===== config.mk =====
export PLATFORM = sky130hd
export DESIGN_NAME = corr_lane
export DESIGN_NICKNAME = d
export VERILOG_FILES = /design/src/rtl/corr_pkg.sv /design/src/rtl/corr_sign_lane.sv /design/src/rtl/corr_adder_tree.sv /design/src/rtl/corr_lane.sv
export SDC_FILE = /design/constraint.sdc
export NUM_CORES = 1
export LEC_CHECK = 0
export ABC_CLOCK_PERIOD_IN_PS = 5700
export BUFFER_PORTS_ARGS = -buffer_cell sky130_fd_sc_hd__buf_2
export CORE_UTILIZATION = 30
export CTS_CLUSTER_SIZE = 28
export DETAILED_ROUTE_END_ITERATION = 10
export PLACE_DENSITY = 0.53
export SLEW_MARGIN = 40
export SYNTH_ARGS = -nofsm -noshare
export SYNTH_HDL_FRONTEND = slang
export SYNTH_HIERARCHICAL = 1
export SYNTH_SLANG_ARGS = --single-unit

===== constraint.sdc =====
create_clock -name clk -period 5.7 [get_ports clk]
set_input_delay 0.285 -clock clk [delete_from_list [all_inputs] [get_ports clk]]
set_output_delay 0.285 -clock clk [all_outputs]
set_load 0.02 [all_outputs]

===== src/rtl/corr_pkg.sv =====
package corr_pkg;

  // Width needed for a signed sum of `lanes` terms, each one bit wider than a sample
  function automatic int corr_sum_width(input int lanes, input int sample_w);
    return sample_w + $clog2(lanes) + 1;
  endfunction

  // Largest magnitude that a single weighted term can reach
  function automatic int corr_term_peak(input int sample_w);
    return 1 << (sample_w - 1);
  endfunction

endpackage


===== src/rtl/corr_sign_lane.sv =====
module corr_sign_lane #(
  parameter int SAMPLE_W = 8,
  localparam int TERM_W  = SAMPLE_W + 1
) (
  input  logic [SAMPLE_W-1:0]      code,
  input  logic                     ref_bit,
  output logic signed [TERM_W-1:0] term
);

  // offset-binary -> two's complement: flip the MSB, then sign-extend by one bit
  function automatic logic signed [TERM_W-1:0] excess_to_signed(input logic [SAMPLE_W-1:0] c);
    logic [SAMPLE_W-1:0] t;
    t = c;
    t[SAMPLE_W-1] = ~c[SAMPLE_W-1];
    return {t[SAMPLE_W-1], t};
  endfunction

  // +1 / -1 weighting; the extra bit keeps -(-2^(W-1)) representable
  function automatic logic signed [TERM_W-1:0] weight(input logic signed [TERM_W-1:0] v,
                                                      input logic r);
    return r ? v : -v;
  endfunction

  logic signed [TERM_W-1:0] signed_sample;

  assign signed_sample = excess_to_signed(code);
  assign term          = weight(signed_sample, ref_bit);

endmodule


===== src/rtl/corr_adder_tree.sv =====
module corr_adder_tree #(
  parameter int LEAVES = 8,
  parameter int IN_W   = 9,
  parameter int OUT_W  = 12,
  localparam int DEPTH = $clog2(LEAVES),
  localparam int SLOTS = 1 << DEPTH
) (
  input  logic [LEAVES*IN_W-1:0]  terms_flat,
  output logic signed [OUT_W-1:0] total
);

  // heap layout: node 1 is the root, nodes SLOTS..2*SLOTS-1 are the leaves
  logic signed [OUT_W-1:0] node [1:2*SLOTS-1];

  for (genvar j = 0; j < SLOTS; j++) begin : g_leaf
    if (j < LEAVES) begin : g_used
      assign node[SLOTS+j] = OUT_W'($signed(terms_flat[j*IN_W +: IN_W]));
    end else begin : g_pad
      assign node[SLOTS+j] = '0;
    end
  end

  for (genvar i = 1; i < SLOTS; i++) begin : g_sum
    assign node[i] = node[2*i] + node[2*i+1];
  end

  assign total = node[1];

endmodule


===== src/rtl/corr_lane.sv =====
module corr_lane #(
  parameter int LANES    = 8,
  parameter int SAMPLE_W = 8,
  localparam int SUM_W   = corr_pkg::corr_sum_width(LANES, SAMPLE_W),
  localparam int TERM_W  = SAMPLE_W + 1
) (
  input  logic                      clk,
  input  logic                      rst,
  input  logic                      in_valid,
  input  logic [LANES*SAMPLE_W-1:0] data_flat,
  input  logic [LANES-1:0]          ref_bits,
  output logic                      out_valid,
  output logic [SUM_W-1:0]          corr_sum
);

  logic [LANES*TERM_W-1:0] terms_flat;
  logic signed [SUM_W-1:0] tree_sum;

  for (genvar k = 0; k < LANES; k++) begin : g_lane
    corr_sign_lane #(.SAMPLE_W(SAMPLE_W)) u_lane (
      .code    (data_flat[k*SAMPLE_W +: SAMPLE_W]),
      .ref_bit (ref_bits[k]),
      .term    (terms_flat[k*TERM_W +: TERM_W])
    );
  end

  corr_adder_tree #(.LEAVES(LANES), .IN_W(TERM_W), .OUT_W(SUM_W)) u_tree (
    .terms_flat (terms_flat),
    .total      (tree_sum)
  );

  always_ff @(posedge clk) begin
    if (rst) begin
      out_valid <= 1'b0;
      corr_sum  <= '0;
    end else begin
      out_valid <= in_valid;
      if (in_valid) corr_sum <= tree_sum;
    end
  end

endmodule


== Word-level counts from Yosys, hierarchy flattened ==
Index checks and enable logic that the tools add are counted.
Operators by class
  $mul: 0
  shifts and indexed selects: 0
  reduce and logical (&&, ||, !) cells: 0
  $add $sub $neg: 15
  muxes and demuxes: 8
  magnitude comparators: 0
  div/mod/pow operators: 0
  equality and inequality tests: 0
  bitwise logic cells: 8
Operators with widths (number)
  $mux W9: 8
  $neg A8 Y9: 8
  $add A9 B9 Y10: 4
  $add A10 B10 Y11: 2
  $add A11 B11 Y12: 1
  $not A1 Y1: 8
Storage, ports and cells
  word-level logic and storage cells: 33
  output and inout bits: 13
  memories: 0
  input bits: 75
  memory bits (writable): 0
  bits in latches: 0
  flip-flop bits (word level): 13
  ROM bits: 0

== Longest topological paths before layout ==
  depth in word-level cells: 6
  mapped depth: 25
  depth with buffers taken out: 25

== By module ==
The synthesis kept the hierarchy.
By module, submodules not included
  corr_adder_tree: area an instance 2277.2 um2, times used 1, seq. area each 0.0 um2, cells an instance 271
  corr_sign_lane: area an instance 188.9 um2, times used 8, seq. area each 0.0 um2, cells an instance 26
  corr_lane: area an instance 467.9 um2, times used 1, seq. area each 260.2 um2, cells an instance 41

== Worst setup path after synthesis ==
No wires, ideal clock.
  kind: input to register
  from: in data_flat[0]
  to: reg corr_sum[11]
  path buffers: 0
  arrival: 5.020 ns
  required time: 5.586 ns
  library setup time: 0.114 ns
  path slack: 0.566 ns
  cell stages on the path: 24
  cell sequence: inv_1 > ha_1 > nor2b_1 > a21oi_1 > xor2_1 > inv_1 > fa_1 > fa_1 > inv_1 > ha_1 > and3_4 > a2111oi_4 > o21bai_1 > a21oi_1 > xnor2_1 > fa_1 > ha_1 > nand3_1 > nand2_1 > or3_1 > o221ai_1 > xnor2_1 > mux2i_1 > nor2_1
Between the ends
  longest elaborated chain between the ends: 5
RTL lines
  start: declaration: RTL line corr_lane.sv:10  | input logic [LANES*SAMPLE_W-1:0] data_flat,
  $neg A8 Y9: RTL line corr_sign_lane.sv:21  | return r ? v : -v;
  $mux W9: RTL line corr_sign_lane.sv:21
  net terms_flat[4]: RTL line corr_lane.sv:16  | logic [LANES*TERM_W-1:0] terms_flat;
  $add A9 B9 Y10: RTL line corr_adder_tree.sv:24  | assign node[i] = node[2*i] + node[2*i+1];
  $add A10 B10 Y11: RTL line corr_adder_tree.sv:24
  $add A11 B11 Y12: RTL line corr_adder_tree.sv:24
  net tree_sum[11]: RTL line corr_lane.sv:17  | logic signed [SUM_W-1:0] tree_sum;
  end signal: assignment: RTL line corr_lane.sv:38  | if (in_valid) corr_sum <= tree_sum;
  end: declaration: RTL line corr_lane.sv:13  | output logic [SUM_W-1:0] corr_sum
The timed path passes the listed nets, and every way through them passes these cells.
A chain may end at the register's enable or synchronous reset.

== Worst setup path after layout ==
  from: in data_flat[8]
  to: reg corr_sum[11]
Same word-level chain as after synthesis.

==> results.md <==
* Die W at 121.1 microns
* PD cells at 695.1 nW/um^2
* Crit Reg-Reg Endpoint: corr_sum[0]
* CP max FO at 5
* Rows at 43
* Hold crit path type: in -> reg
* WHS at 0.3705 ns
* Status: finished with violations
* Number of cells produced by synthesis at 520
* Cell Area, Synth at 4257 sq um
* Largest area contributor in the netlist: fa_1
* Post-layout util at 35.13%
* Maxcap violations at 0
* Initial detailed-routing violation count at 96
* Slew HR at 69.91%
* Clock Path Buffers at 2
* WL met1 at ~4400 microns
* Clock period minus worst slack at ~5.3 ns
* Congestion Overflow GR at 0
* Layout cells sized above 1 at 20.44%
* WP data required at between 5 and 6 ns
* WL final at approximately 9300 microns
* Failing checks: design-rule violations
* Area contributors post-synth: fa_1 16%, ha_1 14%, xor2_1 8.4%, xnor2_1 8.0%, inv_1 7.4%
* Startpoint types: input port
* Dpl ws at 0.04647 ns
* RSZ-0062 raised after global routing: false
* Reg2Reg Depth at 2
* Sequential element share of the synthesized area at 6.114%
* Die height at 121.1 microns
* Cts-stage hold buffer count at 0
* Slowest-stage cell, CP: fa_1
* Final count of negative-setup-slack endpoints at 0
* Remaining DRCs at 2
* Arrival time at the worst endpoint at 5.47 ns
* Largest delay share family, worst path: adder cells
* Core Box Area at 13880 sq um
* TritonCTS Sinks at 13
* Post-CTS Resized at 0
* Adder-Cell Fraction of Synth Area at between 20% and 30%
* XOR/XNOR Fraction of Synth Area at 16.46%
* Clock Tree Root: clkbuf_16
* Synth async-reset ratio at 0%
* Mux share of post-synthesis cell area at 7.760%
* First drt pass iteration count at 7
* Yosys warning count at 6
* Port Buffer Count at just under 90
* Post-synthesis simple-gate area fraction at 16.58%
* NumNets Final at 747
* Slowest stage delay, CP at 0.53 ns
* Number of synthesized flops with an enable pin at 0
* Vias in the first global route at around 3600
* Fin Setup TNS at 0 ns
* Hold endpoint: corr_sum[2]
* Compound-Gate Fraction of Synth Area at approximately 13%
* WL met2 at 4591 microns
* Hold path cells at 2
* H-tree lvl count at 1
* HPWL after DPL at 8342 microns
* Setup crit end kind: flop
* Die area at 14670 sq um
* GP Congestion at 0.8127
* Origin of the critical flop-to-flop path: corr_sum[0]
* Area Overhead vs Synth at 14.55%
* Top-count cell post-synth: inv_1
* Static leakage at 2.400 nW
* Launch point of the worst path: data_flat[8]
* Buffers and inverters on the worst path at 5
* Post-CTS setup buffer count at 0
* Main combinational cell family by area after synthesis: adder cells
* WL/cell at 12.05 microns
* Final Hold Vio Count at 0
* CTS clock-pin slew for the worst setup and hold paths at ~0.04 ns
* Final WS setup at 0.3503 ns
* DR vias/cell at 4.645
* Ant. Diodes at 0
* R2R setup slack at approximately 5.1 ns
* Via count at 3586
* Avg Cell Area, Syn at 8.186 sq um
* Synthesized net count at 674
* Worst Clk Skew at 0 ns
* Met3 wire len at about 260 microns
* Starting Density at 30.67%
* Worst Path Class, Setup: in -> reg
* #FFs+latches synth at 13
* Slew Viols, Final at 0
* Commonest cells in the netlist: 84 x inv_1, 56 x a21oi_1, 47 x nor2_1, 46 x ha_1, 41 x xor2_1
* Worst-margin pin slew at 0.4479 ns
* First-pass GRT wire length at about 16000 microns
* Max rail drop VDD at 0.4228 mV
* Total global-route track usage at 12.91%
* Antenna viol nets, final at 0
* Power, Total at between 3 and 4 mW
* Synth top area share at 15.52%
* F_max at 186.9 MHz
* DR top layer: met4
* Final worst path period share at 93.85%
* Dominant synthesized flop cell: dfxtp_1
* TritonCTS Buffers at 3
* TritonCTS clock tree: done
* Distinct cell type count after synthesis at 42
* Initial antenna violation count at 0
* Largest net degree at the start of global routing at 14
* Clk_lat worst skew at 0.24 ns
* Hold path startpoint: rst
* I/O pins at 88
-- worst max-delay path by stage --
stage / endpoint / cells after the start / slack (ns)
after floorplan: corr_sum[11] / 24 / 0.57
after global placement: corr_sum[11] / 25 / 0.18
after detailed placement: corr_sum[11] / 25 / 0.05
after CTS: corr_sum[11] / 25 / 0.29
after global routing: corr_sum[11] / 25 / 0.008
final: corr_sum[11] / 25 / 0.35
-- final cells by class --
type,count,area [sq um]
inverters,84,315.3
multi-input cells,404,3561
repair buffers,87,435.4
clock buffers,4,78.83
well taps,180,225.2
fillers,1493,9005
flip-flops and latches,13,260.3
-- power by group --
group	switching [mW]	internal [mW]
registers	0.0139	0.131
logic	1.67	1.44
clock network	0.0377	0.0943
total	1.72	1.67
-- stage by stage --
stage,instances,cell area (sq um)
after floorplan,520,4257
after global placement,768,4781
after detailed placement,768,4781
after CTS,772,4860
after global routing,772,4876
final,772,4876
-- cell families (layout without fill, tap and decap cells) --
logic type	after synthesis	after routing
muxes	28	28
and+or+nand+nor	122	122
AOI/OAI and AO/OA	95	95
buffers and inverters	103	175
DFF	13	13
xor gates and xnor gates	80	80
adders and majority gates	79	79
-- metal layers --
metal | global-route usage [%] | vias to the layer above
li1 | - | 1857
met1 | 16.55 | 1660
met2 | 23.93 | 65
met3 | 0.7049 | 4
met4 | 2.160 | 0
met5 | 0 | -
-- sequential cells by signal (all words and copies together), names as in the netlist --
register / flops
corr_sum: 12
out_valid: 1
-- placed cells by master (no fill, tap or decap), types with 7 or more instances in the layout --
master    instances
nor4_4            8
ha_1             45
o21bai_1          7
o21ai_0           7
fa_1             33
mux2_2            8
mux2i_1          12
mux2_4            8
nand3_1          14
nor2_1           47
nor2b_1          13
inv_1            84
dfxtp_1          13
xnor2_1          39
a21oi_1          55
nand2_1          10
buf_2            87
xor2_1           41
nor3_1           19
Note: power is estimated with default switching activity, not from simulation.
